--- src/rtl/win_alarm_pkg.sv ---
// Package: shared register addresses, field positions and the control type
// for the window-comparator alarm controller.
package win_alarm_pkg;
    localparam int REG_W       = 16;  // host data width
    localparam int ADDR_W      = 5;   // host address width
    localparam int ADR_LO_BASE = 0;   // lower thresholds, one per channel
    localparam int ADR_HI_BASE = 8;   // upper thresholds, one per channel
    localparam int ADR_CTRL    = 16;  // control register
    localparam int ADR_MASK    = 17;  // interrupt mask register
    localparam int ADR_STAT    = 18;  // status register, clear on read
    localparam int GLOBAL_BIT  = 15;  // global alarm flag within status word

    // Control register, bit 1 = interrupt enable, bit 0 = latch disable.
    typedef struct packed {
        logic irq_en;
        logic latch_dis;
    } wa_ctrl_t;
endpackage

--- src/rtl/wa_cmp_bank.sv ---
// Module: wa_cmp_bank
// Purpose: one strict unsigned window comparator per channel.
// Assumes: thresholds are stable register outputs; results are combinational.
module wa_cmp_bank #(
    parameter int NCH    = 6,
    parameter int DATA_W = 12
) (
    input  logic [NCH-1:0][DATA_W-1:0] data,
    input  logic [NCH-1:0][DATA_W-1:0] lo_thr,
    input  logic [NCH-1:0][DATA_W-1:0] hi_thr,
    output logic [NCH-1:0]             below,
    output logic [NCH-1:0]             above
);
    // One comparator pair per channel; equality counts as in range.
    for (genvar c = 0; c < NCH; c++) begin : g_cmp
        assign below[c] = data[c] < lo_thr[c];
        assign above[c] = data[c] > hi_thr[c];
    end
endmodule

--- src/rtl/wa_regfile.sv ---
// Module: wa_regfile
// Purpose: host-visible threshold, control and mask registers plus the
// read-data mux and the clear-on-read strobe for the status word.
// Assumes: single-cycle write strobe; read data is combinational from address.
module wa_regfile
    import win_alarm_pkg::*;
#(
    parameter int NCH    = 6,
    parameter int DATA_W = 12,
    parameter int NSRC   = 8
) (
    input  logic                       clk,
    input  logic                       rst_n,
    input  logic                       reg_wr,
    input  logic                       reg_rd,
    input  logic [ADDR_W-1:0]          reg_addr,
    input  logic [REG_W-1:0]           reg_wdata,
    input  logic [NSRC-1:0]            status,
    input  logic                       any_alarm,
    output logic [REG_W-1:0]           reg_rdata,
    output logic [NCH-1:0][DATA_W-1:0] lo_thr,
    output logic [NCH-1:0][DATA_W-1:0] hi_thr,
    output logic [NSRC-1:0]            mask,
    output wa_ctrl_t                   ctrl,
    output logic                       rd_clr
);
    logic unused_wdata_hi;
    assign unused_wdata_hi = ^reg_wdata[REG_W-1:DATA_W];

    // Register writes; reset opens every window fully and masks every source.
    always_ff @(posedge clk) begin
        if (!rst_n) begin
            lo_thr <= '0;
            hi_thr <= '1;
            mask   <= '1;
            ctrl   <= '0;
        end else if (reg_wr) begin
            for (int c = 0; c < NCH; c++) begin
                if (reg_addr == ADDR_W'(ADR_LO_BASE + c)) lo_thr[c] <= reg_wdata[DATA_W-1:0];
                if (reg_addr == ADDR_W'(ADR_HI_BASE + c)) hi_thr[c] <= reg_wdata[DATA_W-1:0];
            end
            if (reg_addr == ADDR_W'(ADR_CTRL)) ctrl <= wa_ctrl_t'(reg_wdata[1:0]);
            if (reg_addr == ADDR_W'(ADR_MASK)) mask <= reg_wdata[NSRC-1:0];
        end
    end

    // Clear strobe for the status word.
    assign rd_clr = reg_rd && (reg_addr == ADDR_W'(ADR_STAT));

    // Read-data mux over all registers.
    always_comb begin
        reg_rdata = '0;
        for (int c = 0; c < NCH; c++) begin
            if (reg_addr == ADDR_W'(ADR_LO_BASE + c)) reg_rdata[DATA_W-1:0] = lo_thr[c];
            if (reg_addr == ADDR_W'(ADR_HI_BASE + c)) reg_rdata[DATA_W-1:0] = hi_thr[c];
        end
        if (reg_addr == ADDR_W'(ADR_CTRL)) reg_rdata[1:0] = ctrl;
        if (reg_addr == ADDR_W'(ADR_MASK)) reg_rdata[NSRC-1:0] = mask;
        if (reg_addr == ADDR_W'(ADR_STAT)) begin
            reg_rdata[NSRC-1:0]  = status;
            reg_rdata[GLOBAL_BIT] = any_alarm;
        end
    end
endmodule

--- src/rtl/wa_status.sv ---
// Module: wa_status
// Purpose: per-source alarm status flops with latched/transparent behaviour.
// Assumes: source NSRC-1 is the external alarm level and is never latched;
// sources below it update only when their strobe is high.
module wa_status #(
    parameter int NSRC = 8
) (
    input  logic            clk,
    input  logic            rst_n,
    input  logic            latch_dis,
    input  logic            rd_clr,
    input  logic [NSRC-2:0] upd,
    input  logic [NSRC-2:0] evt,
    input  logic            alarm_in,
    output logic [NSRC-1:0] status,
    output logic            any_alarm
);
    for (genvar i = 0; i < NSRC - 1; i++) begin : g_src
        // Status bit update; a new event beats a same-cycle clear.
        always_ff @(posedge clk) begin
            if (!rst_n) begin
                status[i] <= 1'b0;
            end else if (latch_dis) begin
                if (upd[i]) status[i] <= evt[i];
            end else if (upd[i] && evt[i]) begin
                status[i] <= 1'b1;
            end else if (rd_clr) begin
                status[i] <= 1'b0;
            end
        end
    end

    // External alarm bit follows its input, unaffected by reads or mode.
    always_ff @(posedge clk) begin
        if (!rst_n) status[NSRC-1] <= 1'b0;
        else        status[NSRC-1] <= alarm_in;
    end

    assign any_alarm = |status;
endmodule

--- src/rtl/win_alarm_ctrl.sv ---
// Module: win_alarm_ctrl (top)
// Purpose: monitors N_EXT external results and one temperature result against
// per-channel windows, keeps an alarm status word and drives an interrupt.
// Assumes: N_EXT + 1 <= 8 channels and N_EXT + 3 <= 15 sources so the fixed
// register map holds them; DATA_W < 16.
module win_alarm_ctrl
    import win_alarm_pkg::*;
#(
    parameter int N_EXT  = 5,
    parameter int DATA_W = 12
) (
    input  logic                    clk,
    input  logic                    rst_n,
    input  logic [N_EXT*DATA_W-1:0] ext_data,
    input  logic [N_EXT-1:0]        ext_valid,
    input  logic [DATA_W-1:0]       temp_data,
    input  logic                    temp_valid,
    input  logic                    alarm_in,
    input  logic                    reg_wr,
    input  logic                    reg_rd,
    input  logic [ADDR_W-1:0]       reg_addr,
    input  logic [REG_W-1:0]        reg_wdata,
    output logic [REG_W-1:0]        reg_rdata,
    output logic                    irq
);
    localparam int NCH    = N_EXT + 1;  // temperature is the last channel
    localparam int NSRC   = N_EXT + 3;  // ext, temp high, temp low, alarm in
    localparam int T_CH   = N_EXT;
    localparam int SRC_TH = N_EXT;
    localparam int SRC_TL = N_EXT + 1;

    logic [NCH-1:0][DATA_W-1:0] cmp_data;
    logic [NCH-1:0][DATA_W-1:0] lo_w, hi_w;
    logic [NCH-1:0]             below_w, above_w;
    logic [NSRC-1:0]            status_w, mask_w;
    logic [NSRC-2:0]            evt_w, upd_w;
    logic                       any_w, rd_clr_w;
    wa_ctrl_t                   ctrl_w;

    assign cmp_data = {temp_data, ext_data};

    wa_cmp_bank #(.NCH(NCH), .DATA_W(DATA_W)) u_cmp (
        .data   (cmp_data),
        .lo_thr (lo_w),
        .hi_thr (hi_w),
        .below  (below_w),
        .above  (above_w)
    );

    // Map comparator outputs onto alarm sources.
    for (genvar c = 0; c < N_EXT; c++) begin : g_ext_src
        assign evt_w[c] = below_w[c] | above_w[c];
        assign upd_w[c] = ext_valid[c];
    end
    assign evt_w[SRC_TH] = above_w[T_CH];
    assign evt_w[SRC_TL] = below_w[T_CH];
    assign upd_w[SRC_TH] = temp_valid;
    assign upd_w[SRC_TL] = temp_valid;

    wa_status #(.NSRC(NSRC)) u_stat (
        .clk       (clk),
        .rst_n     (rst_n),
        .latch_dis (ctrl_w.latch_dis),
        .rd_clr    (rd_clr_w),
        .upd       (upd_w),
        .evt       (evt_w),
        .alarm_in  (alarm_in),
        .status    (status_w),
        .any_alarm (any_w)
    );

    wa_regfile #(.NCH(NCH), .DATA_W(DATA_W), .NSRC(NSRC)) u_regs (
        .clk       (clk),
        .rst_n     (rst_n),
        .reg_wr    (reg_wr),
        .reg_rd    (reg_rd),
        .reg_addr  (reg_addr),
        .reg_wdata (reg_wdata),
        .status    (status_w),
        .any_alarm (any_w),
        .reg_rdata (reg_rdata),
        .lo_thr    (lo_w),
        .hi_thr    (hi_w),
        .mask      (mask_w),
        .ctrl      (ctrl_w),
        .rd_clr    (rd_clr_w)
    );

    // Interrupt: any unmasked status bit, gated by the enable.
    assign irq = ctrl_w.irq_en & (|(status_w & ~mask_w));
endmodule

--- config.mk ---
export PLATFORM = sky130hd
export DESIGN_NAME = win_alarm_ctrl
export DESIGN_NICKNAME = d
export VERILOG_FILES = /design/src/rtl/win_alarm_pkg.sv /design/src/rtl/wa_cmp_bank.sv /design/src/rtl/wa_regfile.sv /design/src/rtl/wa_status.sv /design/src/rtl/win_alarm_ctrl.sv
export SDC_FILE = /design/constraint.sdc
export NUM_CORES = 1
export LEC_CHECK = 0
export BUFFER_PORTS_ARGS = -buffer_cell sky130_fd_sc_hd__buf_2
export CAP_MARGIN = 10
export CORE_MARGIN = 10
export CORE_UTILIZATION = 40
export DETAILED_ROUTE_END_ITERATION = 8
export GPL_ROUTABILITY_DRIVEN = 1
export GPL_TIMING_DRIVEN = 0
export PLACE_DENSITY = 0.61
export SYNTH_ARGS = -nofsm -noshare
export SYNTH_HDL_FRONTEND = slang
export SYNTH_SLANG_ARGS = --single-unit
--- constraint.sdc ---
create_clock -name clk -period 1.65 [get_ports clk]
set_clock_uncertainty 0.05 [all_clocks]
set_input_delay 0.0825 -clock clk [delete_from_list [all_inputs] [get_ports clk]]
set_output_delay 0.0825 -clock clk [all_outputs]
set_load 0.005 [all_outputs]
After elaboration in Yosys (flattened, before gate mapping) --
Index checks and enable logic that the tools add are counted.
Cells by class: $lt $le $gt $ge 12, equality and inequality tests 20, multiplexer cells 38, bitwise operators 8, reduce and logical (&&, ||, !) cells 39
Operator list (count):
- 12-bit 2-to-1 mux | 12
- 12-bit > comparator | 6
- 12-bit less-than comparator | 6
- 2-bit AND reduction | 21
- 5-bit by 4-bit == test with 1-bit output (second input constant) | 6
- 1-bit 2-to-1 mux | 23
- 3-bit nonzero test | 7
- 8-bit 2-to-1 mux | 2
- 8-bit OR reduction | 2
- 5-bit == test (second input constant) | 3
- 2-bit inequality test (second input constant) | 6
- 5-bit by 2-bit == test with 1-bit output (second input constant) | 2
- 5-bit by 3-bit == test with 1-bit output (second input constant) | 2
- 8-bit bitwise AND | 1
- 1-bit logical AND | 8
- 8-bit inverter | 1
- 5-bit by 1-bit == test with 1-bit output (second input constant) | 1
- 5-bit logical NOT | 1
- 1-bit OR | 5
- 2-bit 2-to-1 mux | 1
- 1-bit bitwise AND | 1
Word-level totals: register bits after elaboration 162, bits of input ports 104, output and inout port bits 17

Depth between registers and ports, before layout --
depth after elaboration 16, mapped depth 8, mapped depth without buffers 7

Cells and area by module --
A second synthesis with hierarchy kept.
Unflattened totals: cell total of the unflattened synthesis 1549, area total of the unflattened synthesis 11664.9 µm²
Modules (own cells, without submodules):
- wa_regfile | instances 1, cells each 1015, area an instance 7619.8 µm², sequential area each 3083.0 µm²
- wa_cmp_bank | instances 1, cells each 474, area an instance 3520.9 µm², sequential area each 0.0 µm²
- wa_status | instances 1, cells each 42, area an instance 426.7 µm², sequential area each 160.2 µm²
- win_alarm_ctrl | instances 1, cells each 18, area an instance 97.6 µm², sequential area each 0.0 µm²

Worst setup path before layout --
OpenSTA, ideal clock, no wires.
path type reg2reg, from register u_regs.lo_thr[6] (netlist name), to register u_stat.status[0], library setup time 0.079 ns, data arrival time 1.565 ns, data required time 1.521 ns, setup slack -0.044 ns, cell stages (with the launch flop) 8, clock period less this slack 1.694 ns, cells stage by stage dfxtp_1 > inv_1 > ha_1 > or4_1 > a21oi_1 > o21ai_0 > a221o_1 > o211ai_1
On the way: cells in the longest elaborated chain, start to end 5
Ends and longest elaborated chain:
- from (decl) | line wa_regfile.sv:21 | output logic [NCH-1:0][DATA_W-1:0] lo_thr,
- from (signal, indexed assignment) | line wa_regfile.sv:39 | if (reg_addr == ADDR_W'(ADR_LO_BASE + c)) lo_thr[c] <= reg_wdata[DATA_W-1:0];
- 12-bit less-than comparator * | line wa_cmp_bank.sv:16 | assign below[c] = data[c] < lo_thr[c];
- 1-bit OR * | line win_alarm_ctrl.sv:52 | assign evt_w[c] = below_w[c] | above_w[c];
- 1-bit logical AND | line wa_status.sv:25 | end else if (upd[i] && evt[i]) begin
- 3-bit nonzero test (no source line) or 1-bit 2-to-1 mux (tied branches)
- 2-bit AND reduction (no source line) or 1-bit 2-to-1 mux (tied branches)
- to (signal, indexed assignment) | line wa_status.sv:24 | if (upd[i]) status[i] <= evt[i];
- to (decl) | line wa_status.sv:15 | output logic [NSRC-1:0] status,
Every way passes the cells marked *; elsewhere a longest branch is shown, timed or not. The select of a mux whose other input is x is not followed. A chain may end at the register's enable or synchronous reset.

Worst setup path in the final report --
from register u_regs.lo_thr[0] (netlist name), to output port reg_rdata[0]
On the way: cells in the longest elaborated chain, start to end 15
Ends and longest elaborated chain:
- 12-bit 2-to-1 mux | line wa_regfile.sv:54 | if (reg_addr == ADDR_W'(ADR_LO_BASE + c)) reg_rdata[DATA_W-1:0] = lo_thr[c];
- 12-bit 2-to-1 mux | line wa_regfile.sv:55 | if (reg_addr == ADDR_W'(ADR_HI_BASE + c)) reg_rdata[DATA_W-1:0] = hi_thr[c];
- 12-bit 2-to-1 mux | line wa_regfile.sv:54
- 12-bit 2-to-1 mux | line wa_regfile.sv:55
- 12-bit 2-to-1 mux | line wa_regfile.sv:54
- 12-bit 2-to-1 mux | line wa_regfile.sv:55
- 12-bit 2-to-1 mux | line wa_regfile.sv:54
- 12-bit 2-to-1 mux | line wa_regfile.sv:55
- 12-bit 2-to-1 mux | line wa_regfile.sv:54
- 12-bit 2-to-1 mux | line wa_regfile.sv:55
- 12-bit 2-to-1 mux | line wa_regfile.sv:54
- 12-bit 2-to-1 mux | line wa_regfile.sv:55
- 2-bit 2-to-1 mux | line wa_regfile.sv:57 | if (reg_addr == ADDR_W'(ADR_CTRL)) reg_rdata[1:0] = ctrl;
- 8-bit 2-to-1 mux | line wa_regfile.sv:58 | if (reg_addr == ADDR_W'(ADR_MASK)) reg_rdata[NSRC-1:0] = mask;
- 8-bit 2-to-1 mux | line wa_regfile.sv:59 | if (reg_addr == ADDR_W'(ADR_STAT)) begin
- to (decl) | line win_alarm_ctrl.sv:23 | output logic [REG_W-1:0] reg_rdata,
No other way between the ends.

==> results.sh <==
export IMPL_cts_made_buffers=17
export IMPL_core_area_um2=27860
export IMPL_hold_ws_ns=-0.005105
export IMPL_clkTransAtPathRegs_ns=0.07
export IMPL_vias=11940
export IMPL_cp_max_fo=2
export IMPL_maxClockFrequency_mhz=396.4
export IMPL_synth_area_um2=11340
export IMPL_synth_edf_count=0
export IMPL_yosysWarningCount=0
export IMPL_post_drt_wl_per_cell_um=24.89
export IMPL_slowest_delay_ns=0.63
export IMPL_diodes=0
export IMPL_cts_buffer_depth=2
export IMPL_antenna_found_initial=0
export IMPL_clk_latency_ns=0.45
export IMPL_ys_ff_latch=162
export IMPL_dp_cells=1929
export IMPL_grt_pass1_wl_um=73160
export IMPL_setup_violations=16
export IMPL_cp_data_required_time_ns=1.52
export IMPL_die_area_um2=35490
export IMPL_maxSlewViolCount=0
export IMPL_final_instance_count_excl_fill=2010
export IMPL_min_period_ns=2.523
export IMPL_violations="hold timing, setup timing"
export IMPL_drive_above_1_share_pct=27.02
export IMPL_fin_total_pwr_mw=10.01
export IMPL_fin_nets=1861
export IMPL_maxSlewHeadroom_pct=16.44
export IMPL_syn_inst=1437
export IMPL_cts_sinks=162
export IMPL_syn_avg_cell_area_um2=7.893
export IMPL_crit_top_cell="o221ai_2"
export IMPL_crit_path_end_kind="output pin"
export IMPL_rsz0062_at_grt="true"
export IMPL_setup_ws_ns=-0.8727
export IMPL_yosysUniqueCellTypes=72
export IMPL_route_detailed_drc=0
export IMPL_critPathTopFamily="compound AO/OA/AOI/OAI gates"
export IMPL_cts_tree="built"
export IMPL_status="complete, but fails checks"
export IMPL_hp_class="in2reg"
export IMPL_io_pins=121
export IMPL_port_buffer_count=112
export IMPL_start_kind="flop"
export IMPL_htreeDepth=4
export IMPL_grt_max_degree=17
export IMPL_synthArstFlopShare_pct=0
export IMPL_fp_dieW_um=188.4
export IMPL_fin_area_um2=14560
export IMPL_initial_core_util_pct=40.71
export IMPL_die_h_um=188.4
export IMPL_tns_ns=-5.475
export IMPL_first_pass_iters=5
export IMPL_critical_path_class="reg2out"
export IMPL_fin_crit_sh_pct=152.9
export IMPL_cellPowerDensity_nw_per_um2=687.4
export IMPL_grt_ovfl_total=0
export IMPL_critPathSlowestCell="a222oi_1"
export IMPL_grt_pass1_vias=11610
export IMPL_vias_per_cell=5.938
export IMPL_max_vdd_ir_drop_v=0.0005946
export IMPL_path_buf_inv=1
export IMPL_drtAntennaViolNets=0
export IMPL_globalplace_congestion=1.078
export IMPL_grtUsageTotal_pct=26.96
export IMPL_routed_wl_um=50020
export IMPL_ys_seq_area_share_pct=28.59
export IMPL_drtIter0Drc=1135
export IMPL_finalHoldViolations=1
export IMPL_cts_root_buf="clkbuf_16"
export IMPL_worst_pin_slew_ns=1.253
export IMPL_rows=61
export IMPL_crit_chain="or2_4, a32oi_4, o221ai_2, a222oi_1, o221ai_2, buf_2"
export IMPL_synth_main_ff_cell="dfxtp_1"
export IMPL_synthToLayoutAreaGrowth_pct=28.33
export IMPL_leakage_nw=6.095
export IMPL_hpwlAfterDp_um=37660
export IMPL_arrival_ns=2.39
export IMPL_cap_violations=0
export IMPL_place_area_um2=12390
export IMPL_n_fill_cell=2684
[path summary, 6_finish.rpt]
| kind | startpoint | end | slack [ns] | cells past startpoint |
|---|---|---|---|---|
| worst max-delay path | u_regs.lo_thr[0] | reg_rdata[0] | -0.87 | 6 |
| worst min-delay path | reg_wdata[7] | u_regs.lo_thr[43] | -0.005 | 3 |
| worst max register to register | u_regs.lo_thr[5] | u_stat.status[0] | -0.13 | 7 |
| worst min register to register | u_regs.lo_thr[56] | u_regs.lo_thr[56] | 0.42 | 2 |
[synth_stat cells, drive strengths merged, types with 11 or more instances]
cell / count / area share [%]
a21boi: 54 / 3.6
o211ai: 91 / 6.0
ha: 138 / 15
dfxtp: 162 / 29
nand4: 12 / 0.66
o22ai: 15 / 0.83
a211oi: 12 / 0.79
nor2: 34 / 1.3
mux2i: 36 / 3.2
a21oi: 70 / 3.1
clkbuf: 46 / 1.5
buf: 55 / 2.7
nor3: 11 / 0.63
nand2: 201 / 6.7
inv: 156 / 5.2
nand2b: 11 / 0.61
nand3: 90 / 4.0
nor2b: 42 / 2.3
o21ai: 42 / 1.9
[cells by family after synthesis]
kind of cell	share of synthesized area, %
AND/OR/NAND/NOR	19.76
AO/OA/AOI/OAI	23.50
buffers and inverters	9.421
flip-flops	28.59
adder cells (fa/ha/maj)	15.22
multiplexers	3.475
other	0.03306
[repair_timing]
item / 4_1_cts / 5_1_grt
pin swaps: 47 / 43
gates resized for setup: 196 / 125
setup buffers: 23 / 9
endpoints found under the hold margin: 37 / 0
hold buffers: 20 / 0
endpoints found under the setup margin: 75 / 34
[stage by stage]
stage                     hold WS (ns)  util, %  setup WS (ns)
final                        -0.005105    52.25        -0.8727
after global routing           0.01703    52.25        -0.8937
after CTS                     0.004477    50.32        -0.8474
after detailed placement        0.2762    44.48        -0.9054
after global placement          0.2670    44.48         -1.003
after floorplan                 0.1598        -      -0.008952
[power by group]
| part | switching (mW) | leakage [nW] | total, mW | internal, mW |
|---|---|---|---|---|
| combinational | 1.08 | 4.49 | 1.79 | 0.706 |
| sequential | 0.0725 | 1.31 | 4.03 | 3.96 |
| clock | 1.91 | 0.294 | 4.19 | 2.28 |
[worst reg2reg max path, delay by kind of cell (launching register included)]
kind,cells,cell delay (ns)
flip-flops,1,0.37
buffers and inverters,1,0.06
AND/OR/NAND/NOR,1,0.51
adder cells (fa/ha/maj),1,0.15
AO/OA/AOI/OAI,4,0.57
[flip-flops by register name, summed over array words and instances (netlist names)]
signal         cells
u_regs.hi_thr     72
u_regs.lo_thr     72
u_regs.mask        8
u_stat.status      8
u_regs.ctrl        2
[per-layer routing]
layer / vias to the layer above / global-route usage [%] / share of wire (%)
met4: 0 / 11.36 / 4.6
met1: 5719 / 33.83 / 41
met3: 124 / 6.592 / 9.4
met2: 588 / 43.22 / 45
met5: - / 0 / 0
li1: 5505 / - / -
[layout by cell type, fill, tap and decap left out, types with 17 or more instances in the layout]
cell and count:
dfxtp_1 102, dlygate4sd3_1 20, o211ai_1 91, dfxtp_2 50, buf_2 131, o21ai_0 27, a21oi_1 63, buf_4 35
clkbuf_16 17, ha_1 112, nand2_1 195, clkbuf_1 34, inv_1 129, a21boi_0 46, nand3_1 88, nor2b_1 36
inv_2 26, nor2_1 23, mux2i_1 31, ha_4 24, buf_6 17
[final cells by class]
class,count,area [um^2],share of cell area (%)
Clock buffer,17,425.4,2.923
Timing Repair Buffer,164,1061,7.290
Clock inverter,15,168.9,1.160
Buffer,98,631.9,4.341
Multi-Input combinational cell,1020,7864,54.03
Tap cell,378,473.0,3.249
Sequential cell,162,3343,22.97
Inverter,156,588.1,4.040
Power figures use the tool's default switching activity.
